<file path="src/rtl/rca_pkg.sv">
package rca_pkg;
   // Width of a full characteristic: optional tag bit, row field, column field.
   function automatic int char_width(input int row_aw, input int col_aw, input int tag_bit);
      return row_aw + col_aw + tag_bit;
   endfunction

   function automatic bit is_pow2(input int n);
      return (n >= 2) && ((n & (n - 1)) == 0);
   endfunction
endpackage

</file>
<file path="src/rtl/rca_row_char.sv">
module rca_row_char #(
   parameter int ROW_AW   = 4,
   parameter int NUM_COLS = 16,
   parameter int TAG_BIT  = 1,
   localparam int COL_AW  = $clog2(NUM_COLS),
   localparam int CW      = rca_pkg::char_width(ROW_AW, COL_AW, TAG_BIT)
) (
   input  logic [ROW_AW-1:0]   row_addr,
   input  logic [NUM_COLS-1:0] row_data,
   output logic [CW-1:0]       row_char,
   output logic                row_parity
);
   logic [COL_AW-1:0] col_x;
   logic [ROW_AW-1:0] row_f;

   // Column field: bit b is the parity of the ones at columns whose index has bit b set.
   for (genvar b = 0; b < COL_AW; b++) begin : g_colbit
      logic [NUM_COLS-1:0] sel;
      for (genvar c = 0; c < NUM_COLS; c++) begin : g_sel
         if (((c >> b) & 1) == 1) begin : g_on
            assign sel[c] = row_data[c];
         end else begin : g_off
            assign sel[c] = 1'b0;
         end
      end
      assign col_x[b] = ^sel;
   end

   assign row_parity = ^row_data;
   assign row_f      = row_parity ? row_addr : '0;

   if (TAG_BIT == 1) begin : g_tag
      assign row_char = {row_parity, row_f, col_x};
   end else begin : g_notag
      assign row_char = {row_f, col_x};
   end
endmodule

</file>
<file path="src/rtl/rca_accum.sv">
module rca_accum #(
   parameter int CW = 9
) (
   input  logic          clk,
   input  logic          rst_n,
   input  logic          clr,
   input  logic          fold,
   input  logic [CW-1:0] row_char,
   output logic [CW-1:0] acc,
   output logic [CW-1:0] acc_next
);
   logic [CW-1:0] base;

   always_comb begin
      base     = clr ? '0 : acc;
      acc_next = fold ? (base ^ row_char) : base;
   end

   always_ff @(posedge clk or negedge rst_n) begin
      if (!rst_n) acc <= '0;
      else        acc <= acc_next;
   end

   AST_CLEAR_ON_START: assert property (@(posedge clk) disable iff (!rst_n)
      (clr && !fold) |=> (acc == '0));
   AST_HOLD_IDLE: assert property (@(posedge clk) disable iff (!rst_n)
      (!clr && !fold) |=> $stable(acc));
   AST_FOLD_ROW: assert property (@(posedge clk) disable iff (!rst_n)
      (!clr && fold) |=> (acc == ($past(acc) ^ $past(row_char))));
endmodule

</file>
<file path="src/rtl/rca_pass_check.sv">
module rca_pass_check #(
   parameter int CW = 9
) (
   input  logic          clk,
   input  logic          rst_n,
   input  logic          pass_end,
   input  logic          clr_mismatch,
   input  logic [CW-1:0] final_char,
   input  logic [CW-1:0] ref_char,
   output logic          mismatch,
   output logic          done
);
   logic differ;
   assign differ = (final_char != ref_char);

   always_ff @(posedge clk or negedge rst_n) begin
      if (!rst_n) begin
         mismatch <= 1'b0;
         done     <= 1'b0;
      end else begin
         done <= pass_end;
         if (pass_end && differ) mismatch <= 1'b1;
         else if (clr_mismatch)  mismatch <= 1'b0;
      end
   end

   AST_DONE_AFTER_END: assert property (@(posedge clk) disable iff (!rst_n)
      pass_end |=> done);
   AST_DONE_ONLY_AFTER_END: assert property (@(posedge clk) disable iff (!rst_n)
      !pass_end |=> !done);
   AST_MISMATCH_SET: assert property (@(posedge clk) disable iff (!rst_n)
      (pass_end && (final_char != ref_char)) |=> mismatch);
   AST_MISMATCH_STICKY: assert property (@(posedge clk) disable iff (!rst_n)
      (mismatch && !clr_mismatch) |=> mismatch);
endmodule

</file>
<file path="src/rtl/refresh_char_acc.sv">
module refresh_char_acc #(
   parameter int ROW_AW   = 4,
   parameter int NUM_COLS = 16,
   parameter int TAG_BIT  = 1,
   localparam int COL_AW  = $clog2(NUM_COLS),
   localparam int CW      = rca_pkg::char_width(ROW_AW, COL_AW, TAG_BIT)
) (
   input  logic                clk,
   input  logic                rst_n,
   input  logic                pass_start,
   input  logic                row_valid,
   input  logic [ROW_AW-1:0]   row_addr,
   input  logic [NUM_COLS-1:0] row_data,
   input  logic                pass_end,
   input  logic [CW-1:0]       ref_char,
   input  logic                clr_mismatch,
   output logic [CW-1:0]       test_char,
   output logic                mismatch,
   output logic                done
);
   if (!rca_pkg::is_pow2(NUM_COLS)) begin : g_bad_cols
      $error("NUM_COLS must be a power of two, at least 2");
   end
   if (ROW_AW < 1) begin : g_bad_row
      $error("ROW_AW must be at least 1");
   end
   if (TAG_BIT != 0 && TAG_BIT != 1) begin : g_bad_tag
      $error("TAG_BIT must be 0 or 1");
   end

   logic [CW-1:0] row_char;
   logic [CW-1:0] acc_next;
   logic          row_parity;

   rca_row_char #(.ROW_AW(ROW_AW), .NUM_COLS(NUM_COLS), .TAG_BIT(TAG_BIT)) u_row (
      .row_addr  (row_addr),
      .row_data  (row_data),
      .row_char  (row_char),
      .row_parity(row_parity)
   );

   rca_accum #(.CW(CW)) u_acc (
      .clk     (clk),
      .rst_n   (rst_n),
      .clr     (pass_start),
      .fold    (row_valid),
      .row_char(row_char),
      .acc     (test_char),
      .acc_next(acc_next)
   );

   rca_pass_check #(.CW(CW)) u_chk (
      .clk         (clk),
      .rst_n       (rst_n),
      .pass_end    (pass_end),
      .clr_mismatch(clr_mismatch),
      .final_char  (acc_next),
      .ref_char    (ref_char),
      .mismatch    (mismatch),
      .done        (done)
   );

   AST_ROW_FIELD_EVEN: assert property (@(posedge clk) disable iff (!rst_n)
      (row_valid && !(^row_data)) |-> (row_char[COL_AW +: ROW_AW] == '0));
   AST_ROW_FIELD_ODD: assert property (@(posedge clk) disable iff (!rst_n)
      (row_valid && row_parity) |-> (row_char[COL_AW +: ROW_AW] == row_addr));
   AST_ZERO_ROW_NULL: assert property (@(posedge clk) disable iff (!rst_n)
      (row_data == '0) |-> (row_char == '0));
endmodule

</file>
<file path="config.mk">
export PLATFORM = sky130hd
export DESIGN_NAME = refresh_char_acc
export DESIGN_NICKNAME = d
export VERILOG_FILES = /design/src/rtl/rca_pkg.sv /design/src/rtl/rca_row_char.sv /design/src/rtl/rca_accum.sv /design/src/rtl/rca_pass_check.sv /design/src/rtl/refresh_char_acc.sv
export SDC_FILE = /design/constraint.sdc
export NUM_CORES = 1
export LEC_CHECK = 0
export BUFFER_PORTS_ARGS = -buffer_cell sky130_fd_sc_hd__buf_4
export CAP_MARGIN = 20
export CORE_UTILIZATION = 50
export DETAILED_ROUTE_END_ITERATION = 6
export GPL_TIMING_DRIVEN = 0
export PLACE_DENSITY = 0.79
export SYNTH_ARGS = -nofsm -noshare
export SYNTH_HDL_FRONTEND = slang
export SYNTH_SLANG_ARGS = --single-unit
export TNS_END_PERCENT = 30
</file>
<file path="constraint.sdc">
create_clock -name clk -period 4.34 [get_ports clk]
set_clock_uncertainty 0.05 [all_clocks]
set_input_delay 0.651 -clock clk [delete_from_list [all_inputs] [get_ports clk]]
set_output_delay 0.651 -clock clk [all_outputs]
set_load 0.01 [all_outputs]
</file>
==> qor.yml, run 1 <==
run_status: "finished clean"
layout_min_cycle_time_ps: 2649
cap_viol_max_count: 0
timing.max_slew.rel_slack_pct: 69.12
clock_tree_from_tritoncts: "built"
endpoint_kind: "flip-flop"
rsz0062_at_grt: "false"
cts-root-to-sink-buffers: 2
power_leakage_nw: 0.6448
net_switching_power_w: 0.0002481
holdBufCountCts: 0
mappedNetlistArea_um2: 1071
ys_top_cells_by_area: "sky130_fd_sc_hd__xnor2_1 (27%), sky130_fd_sc_hd__dfrtp_1 (26%), sky130_fd_sc_hd__xor3_1 (6.7%)"
synthMostInstantiatedCell: "sky130_fd_sc_hd__xnor2_1"
post-synth-top-area-cell: "sky130_fd_sc_hd__xnor2_1"
wirelength_mm: 2.372
number_of_vias_per_cell: 4.978
synthToLayoutAreaGrowth_pct: 36.45
cts_sinks: 11
clk-insertion-delay-late_ps: 270
clock_tree.root_cell: "sky130_fd_sc_hd__clkbuf_4"
synthesis.area_per_instance_um2: 9.649
antenna_found_initial: 0
share_of_total_power_consumed_by_net_switching_pct: 38.44
post-dp-hpwl_mm: 1.903
die-width_um: 48.28
synthesis.instances: 111
cp_arrival_ps: 2760
htree_num_levels: 1
timing.critical_path.cells: "buf_4, xor2_2, xnor2_1, xnor2_1, xor2_2, mux2_2, a221o_1, o32a_1"
netlist-cell-type-count: 26
clk_transition_reported_paths_ps: 80
final_hold_viol_count: 0
synth_seq_area_share_pct: 25.70
synthTopCellsByCount: "sky130_fd_sc_hd__xnor2_1 (33), sky130_fd_sc_hd__nand2_1 (13), sky130_fd_sc_hd__dfrtp_1 (11)"
postCtsSetupRepairBufs: 0
irDropWorstVdd_mv: 0.3244
timing.critical_path.slowest_stage_cell: "sky130_fd_sc_hd__mux2_2"
wire_per_inst_um: 12.75
synth.net_count: 146
n_antenna_cell: 0
sequentialPowerShare_pct: 26.3
drt-pass1-iter-count: 4
tritoncts.num_buffers: 3
dieHeight_um: 48.28
globalplace.congestion: 0.8232
edff_count_synth: 0
hold_path_class: "input pin to asynchronous set/reset pin"
synth_largest_type_area_fraction_pct: 26.99
final-setup-viol-count: 0
critical_path_required_ps: 4450
floorplan.initialDensity_pct: 54.04
timing.fmax_mhz: 377.5
dr_total_vias: 926
power_per_cell_area_nw_per_um2: 441.6
startpoint_type: "input pin"
global_route_wire_length_before_repair_mm: 3.374
final_net_count: 195
groute.usage.overall_pct: 21.49
floorplan.io_pins: 46
buffer_ports.inserted: 44
final_design_area_no_fill_um2: 1461
share_of_the_cycle_needed_by_the_critical_path_after_routing_pct: 61.03
synthesis.yosys.warnings: 0
critical_path_class: "input pin to flip-flop"
yosys_register_bits: 11
path_max_fanout: 6
internal_cell_power_w: 0.0003973
rows: 16
detail-route-antenna-nets: 0
drt_first_iter_violations: 12
worst_pin_slew_ps: 463.1
tns_ps: 0
clock_power_share_pct: 11.6
final_layout_size_suffix_gt1_share_pct: 34.59
grt_pass1_vias: 790
drt_drc_violations_left: 0
globalRoute.totalOverflow: 0
design.die.area_um2: 2331
cts.repair.resized: 0
ys.flop_type: "sky130_fd_sc_hd__dfrtp_1"
comb_power_share_pct: 62.1
asyncSetResetFlopFracSynth_pct: 100.0
timing.final.max_slew_violations: 0
placedInstanceArea_um2: 1435
max_stage_delay_ps: 370
design.core.area_um2: 1982
grt_max_degree: 12
[path summary, 6_finish.rpt]
kind	from	end	slack, ps	cells past startpoint
min in group clk	pass_end	u_chk.done$_DFF_PN0_	450	1
worst min-delay path	rst_n	u_acc.acc[2]$_DFF_PN0_	150	1
max in group asynchronous	rst_n	u_acc.acc[8]$_DFF_PN0_	3930	1
worst max-delay path	row_data[6]	u_chk.mismatch$_DFFE_PN0P_	1690	8
worst max register to register	u_acc.acc[6]$_DFF_PN0_	u_chk.mismatch$_DFFE_PN0P_	2350	7
worst min register to register	u_acc.acc[5]$_DFF_PN0_	u_acc.acc[5]$_DFF_PN0_	620	2
[critical path: cells and delay by family]
family          cells  cell delay (ps)
buf+inv             1              120
mux                 1              370
compound gates      2              590
xor+xnor            4             1030
[metal layers]
metal	vias to the layer above	routed length (um)	track usage, %
met5	-	0	0
met4	0	29	6.667
met3	4	113	3.333
met2	35	1177	34.40
met1	424	1052	29.68
li1	463	-	-
[flip-flops by register name, summed over array words and instances (netlist names)]
register	count
u_chk.mismatch	1
u_chk.done	1
u_acc.acc	9
[stage by stage]
step | utilization (%) | hold WS [ps] | worst slack [ps] | instances | total power, W
after CTS | 73.74 | 155.3 | 1680 | 186 | 0.0006492
after detailed placement | 72.41 | 451.6 | 1405 | 182 | 0.0005708
after global placement | 72.41 | 446.0 | 1444 | 182 | 0.0005627
after global routing | 73.74 | 153.4 | 1612 | 186 | 0.0006912
after floorplan | - | 305.4 | 1704 | 111 | 0.0004368
final | 73.74 | 149.1 | 1691 | 186 | 0.0006454
[power groups by stage]
stage / Combinational, W / Clock (W) / Sequential (W)
4_1_cts: 0.000403 / 0.0000758 / 0.000170
3_5_place_dp: 0.000400 / 0 / 0.000171
5_1_grt: 0.000435 / 0.0000811 / 0.000175
3_3_place_gp: 0.000394 / 0 / 0.000169
2_1_floorplan: 0.000248 / 0 / 0.000188
6_report: 0.000401 / 0.0000749 / 0.000169
[final cells by class]
| class | count | area (um^2) |
|---|---|---|
| flip-flops and latches | 11 | 275.3 |
| well taps | 27 | 33.78 |
| fillers | 159 | 520.5 |
| repair buffers | 44 | 330.3 |
| multi-input cells | 98 | 787.0 |
| plain buffers | 2 | 8.758 |
| clock buffers | 4 | 26.28 |
[cell usage in the layout (no fill, tap or decap), drive strengths merged, types with 3 or more instances in the layout]
| cell type | instances |
|---|---|
| buf | 45 |
| xnor2 | 35 |
| nand2 | 13 |
| dfrtp | 11 |
| nor2b | 11 |
| o21ai | 7 |
| xor2 | 7 |
| clkbuf | 5 |
| nand2b | 4 |
| xor3 | 3 |
| nand3 | 3 |
[logic make-up (layout without fill, tap and decap cells)]
logic type      Yosys count  in the layout  share of synthesized area [%]
xor+xnor                 45             45                          44.51
mux                       3              3                          2.921
compound gates           12             12                          7.477
buf+inv                   2             50                         0.8170
simple gates             38             38                          18.57
flops                    11             11                          25.70
Note: power is estimated with default switching activity, not from simulation.
==> run 2: changes to the inputs <==
Settings changed: CORE_UTILIZATION 50 to 47, PLACE_DENSITY 0.79 to 0.75.
Clock period 4.34 ns to 2.5 ns, I/O delays scaled along.
==> run 2 against run 1 <==
  * Global-route usage fell by 0.58 points
  * Design area rose by 0.68%
  * Critical path depth did not move
  * Clock power rose by 68%
  * Sequential share of layout area fell by 0.13 points
  * First-iteration DRC count rose by 130%
  * Die area rose by 6.1%
  * Final cell count rose by 0.54%
  * Routed wire length fell by 3.7%
  * Utilization fell by 1.7 points
  * Setup slack got worse by 1500 ps
  * Critical path type unchanged
  * Largest power group unchanged
==> qor.yml, run 2 (synthesis gave the netlist of run 1 again) <==
post-dp-hpwl_mm: 1.868
critical_path_buf_inv_count: 1
antenna_found_initial: 0
buffer_ports.inserted: 44
floorplan.io_pins: 46
drt_first_iter_violations: 28
groute.usage.overall_pct: 20.91
cts.repair.resized: 0
final_hold_viol_count: 0
path_max_fanout: 6
hold_path_class: "input pin to flip-flop"
final-setup-viol-count: 0
htree_num_levels: 1
startpoint_type: "input pin"
timing.fmax_mhz: 431.1
critical_path_cell_count: 8
largest-register: "u_acc.acc"
dieHeight_um: 49.74
clock_tree_from_tritoncts: "built"
global_route_wire_length_before_repair_mm: 3.933
cp_arrival_ps: 2420
layout_common_cells: "sky130_fd_sc_hd__buf_4 (44), sky130_fd_sc_hd__xnor2_1 (33), sky130_fd_sc_hd__nand2_1 (13)"
critical_path_class: "input pin to flip-flop"
die-width_um: 49.74
mostFrequentLayoutCell: "sky130_fd_sc_hd__buf_4"
share_of_the_cycle_needed_by_the_critical_path_after_routing_pct: 92.78
final_layout_size_suffix_gt1_share_pct: 34.38
path_delay_family: "XOR/XNOR gates"
grt_pass1_vias: 937
cts-root-to-sink-buffers: 2
number_of_vias_per_cell: 4.989
timing.final.max_slew_violations: 0
worstRegToRegCells: 7
clock_tree.root_cell: "sky130_fd_sc_hd__clkbuf_4"
drt_drc_violations_left: 0
pre_cts_slack_ps: -115.5
endpoint_kind: "flip-flop"
rsz0062_at_grt: "false"
globalplace.congestion: 0.8503
holdBufCountCts: 1
globalRoute.totalOverflow: 0
timing.critical_path.slowest_stage_cell: "sky130_fd_sc_hd__mux2_2"
rows: 16
run_status: "finished clean"
drt-pass1-iter-count: 4
layout_top_registers: "u_acc.acc x9, u_chk.done x1, u_chk.mismatch x1"
power_leakage_nw: 0.6489
largest_reg_flops: 9
worst_hold_path.num_cells: 1
layout_min_cycle_time_ps: 2320
design.core.area_um2: 2042
n_antenna_cell: 0
tritoncts.num_buffers: 3
cts_sinks: 11
timing.max_slew.rel_slack_pct: 71.22
detail-route-antenna-nets: 0
final_design_area_no_fill_um2: 1471
max_stage_delay_ps: 380
layout_setup_ws_ps: 180.4
irDropWorstVdd_mv: 0.4532
tns_ps: 0
postCtsSetupRepairBufs: 0
wirelength_mm: 2.284
design.die.area_um2: 2474
worst_pin_slew_ps: 431.7
timing.critical_path.cells: "buf_4, xor2_2, xnor2_1, xnor2_1, xor2_2, mux2_2, a221o_1, o32a_1"
floorplan.initialDensity_pct: 52.45
critical_path_required_ps: 2600
clk_transition_reported_paths_ps: 80
power_per_cell_area_nw_per_um2: 756.2
final_net_count: 196
wire_per_inst_um: 12.21
clk-insertion-delay-late_ps: 270
cap_viol_max_count: 0
synthToLayoutAreaGrowth_pct: 37.38
dr_total_vias: 933
grt_max_degree: 12
placedInstanceArea_um2: 1435
[run 2: cell types whose count changed in the layout (fill, tap and decap cells not counted)]
| cell | previous run | this run |
|---|---|---|
| sky130_fd_sc_hd__dlygate4sd3_1 | 0 | 1 |
[run 2: report_power, final]
group	internal, W	leakage, nW	switching, W
clock network	0.0000617	0.0150	0.0000641
registers	0.000249	0.137	0.0000452
logic	0.000379	0.497	0.000313
total	0.000690	0.649	0.000422
[run 2: per-layer routing]
layer  part of all wire, %  up-vias  track usage, %
li1                      -      467               -
met1                    45      431           25.77
met2                    49       33           36.94
met3                   5.6        2           3.704
met4                  0.26        0           5.714
met5                     0        -               0
[run 2: final cells by class]
class / instances / area, um^2
multi-input combinational: 98 / 787.0
buffer: 2 / 8.758
clock buffer: 4 / 26.28
fill: 186 / 570.5
timing repair buffer: 45 / 340.3
sequential: 11 / 275.3
tap: 27 / 33.78
[run 2: per-stage QoR]
step / std cells / utilization, % / total power (W) / hold slack (ps)
5_1_grt: 187 / 72.06 / 0.001205 / 163.6
2_1_floorplan: 111 / - / 0.0007583 / 29.41
6_report: 187 / 72.06 / 0.001113 / 173.0
3_5_place_dp: 182 / 70.28 / 0.0009891 / 172.0
3_3_place_gp: 182 / 70.28 / 0.0009788 / 170.1
4_1_cts: 187 / 72.06 / 0.001121 / 170.0
[run 2: final timing paths]
path / start / slack [ps] / endpoint
max: row_data[6] / 180 / u_chk.mismatch$_DFFE_PN0P_
min: pass_end / 170 / u_chk.done$_DFF_PN0_
max reg2reg: u_acc.acc[6]$_DFF_PN0_ / 520 / u_chk.mismatch$_DFFE_PN0P_
min reg2reg: u_acc.acc[5]$_DFF_PN0_ / 630 / u_acc.acc[5]$_DFF_PN0_
max in group asynchronous: rst_n / 1810 / u_acc.acc[0]$_DFF_PN0_
min in group asynchronous: rst_n / 440 / u_acc.acc[2]$_DFF_PN0_
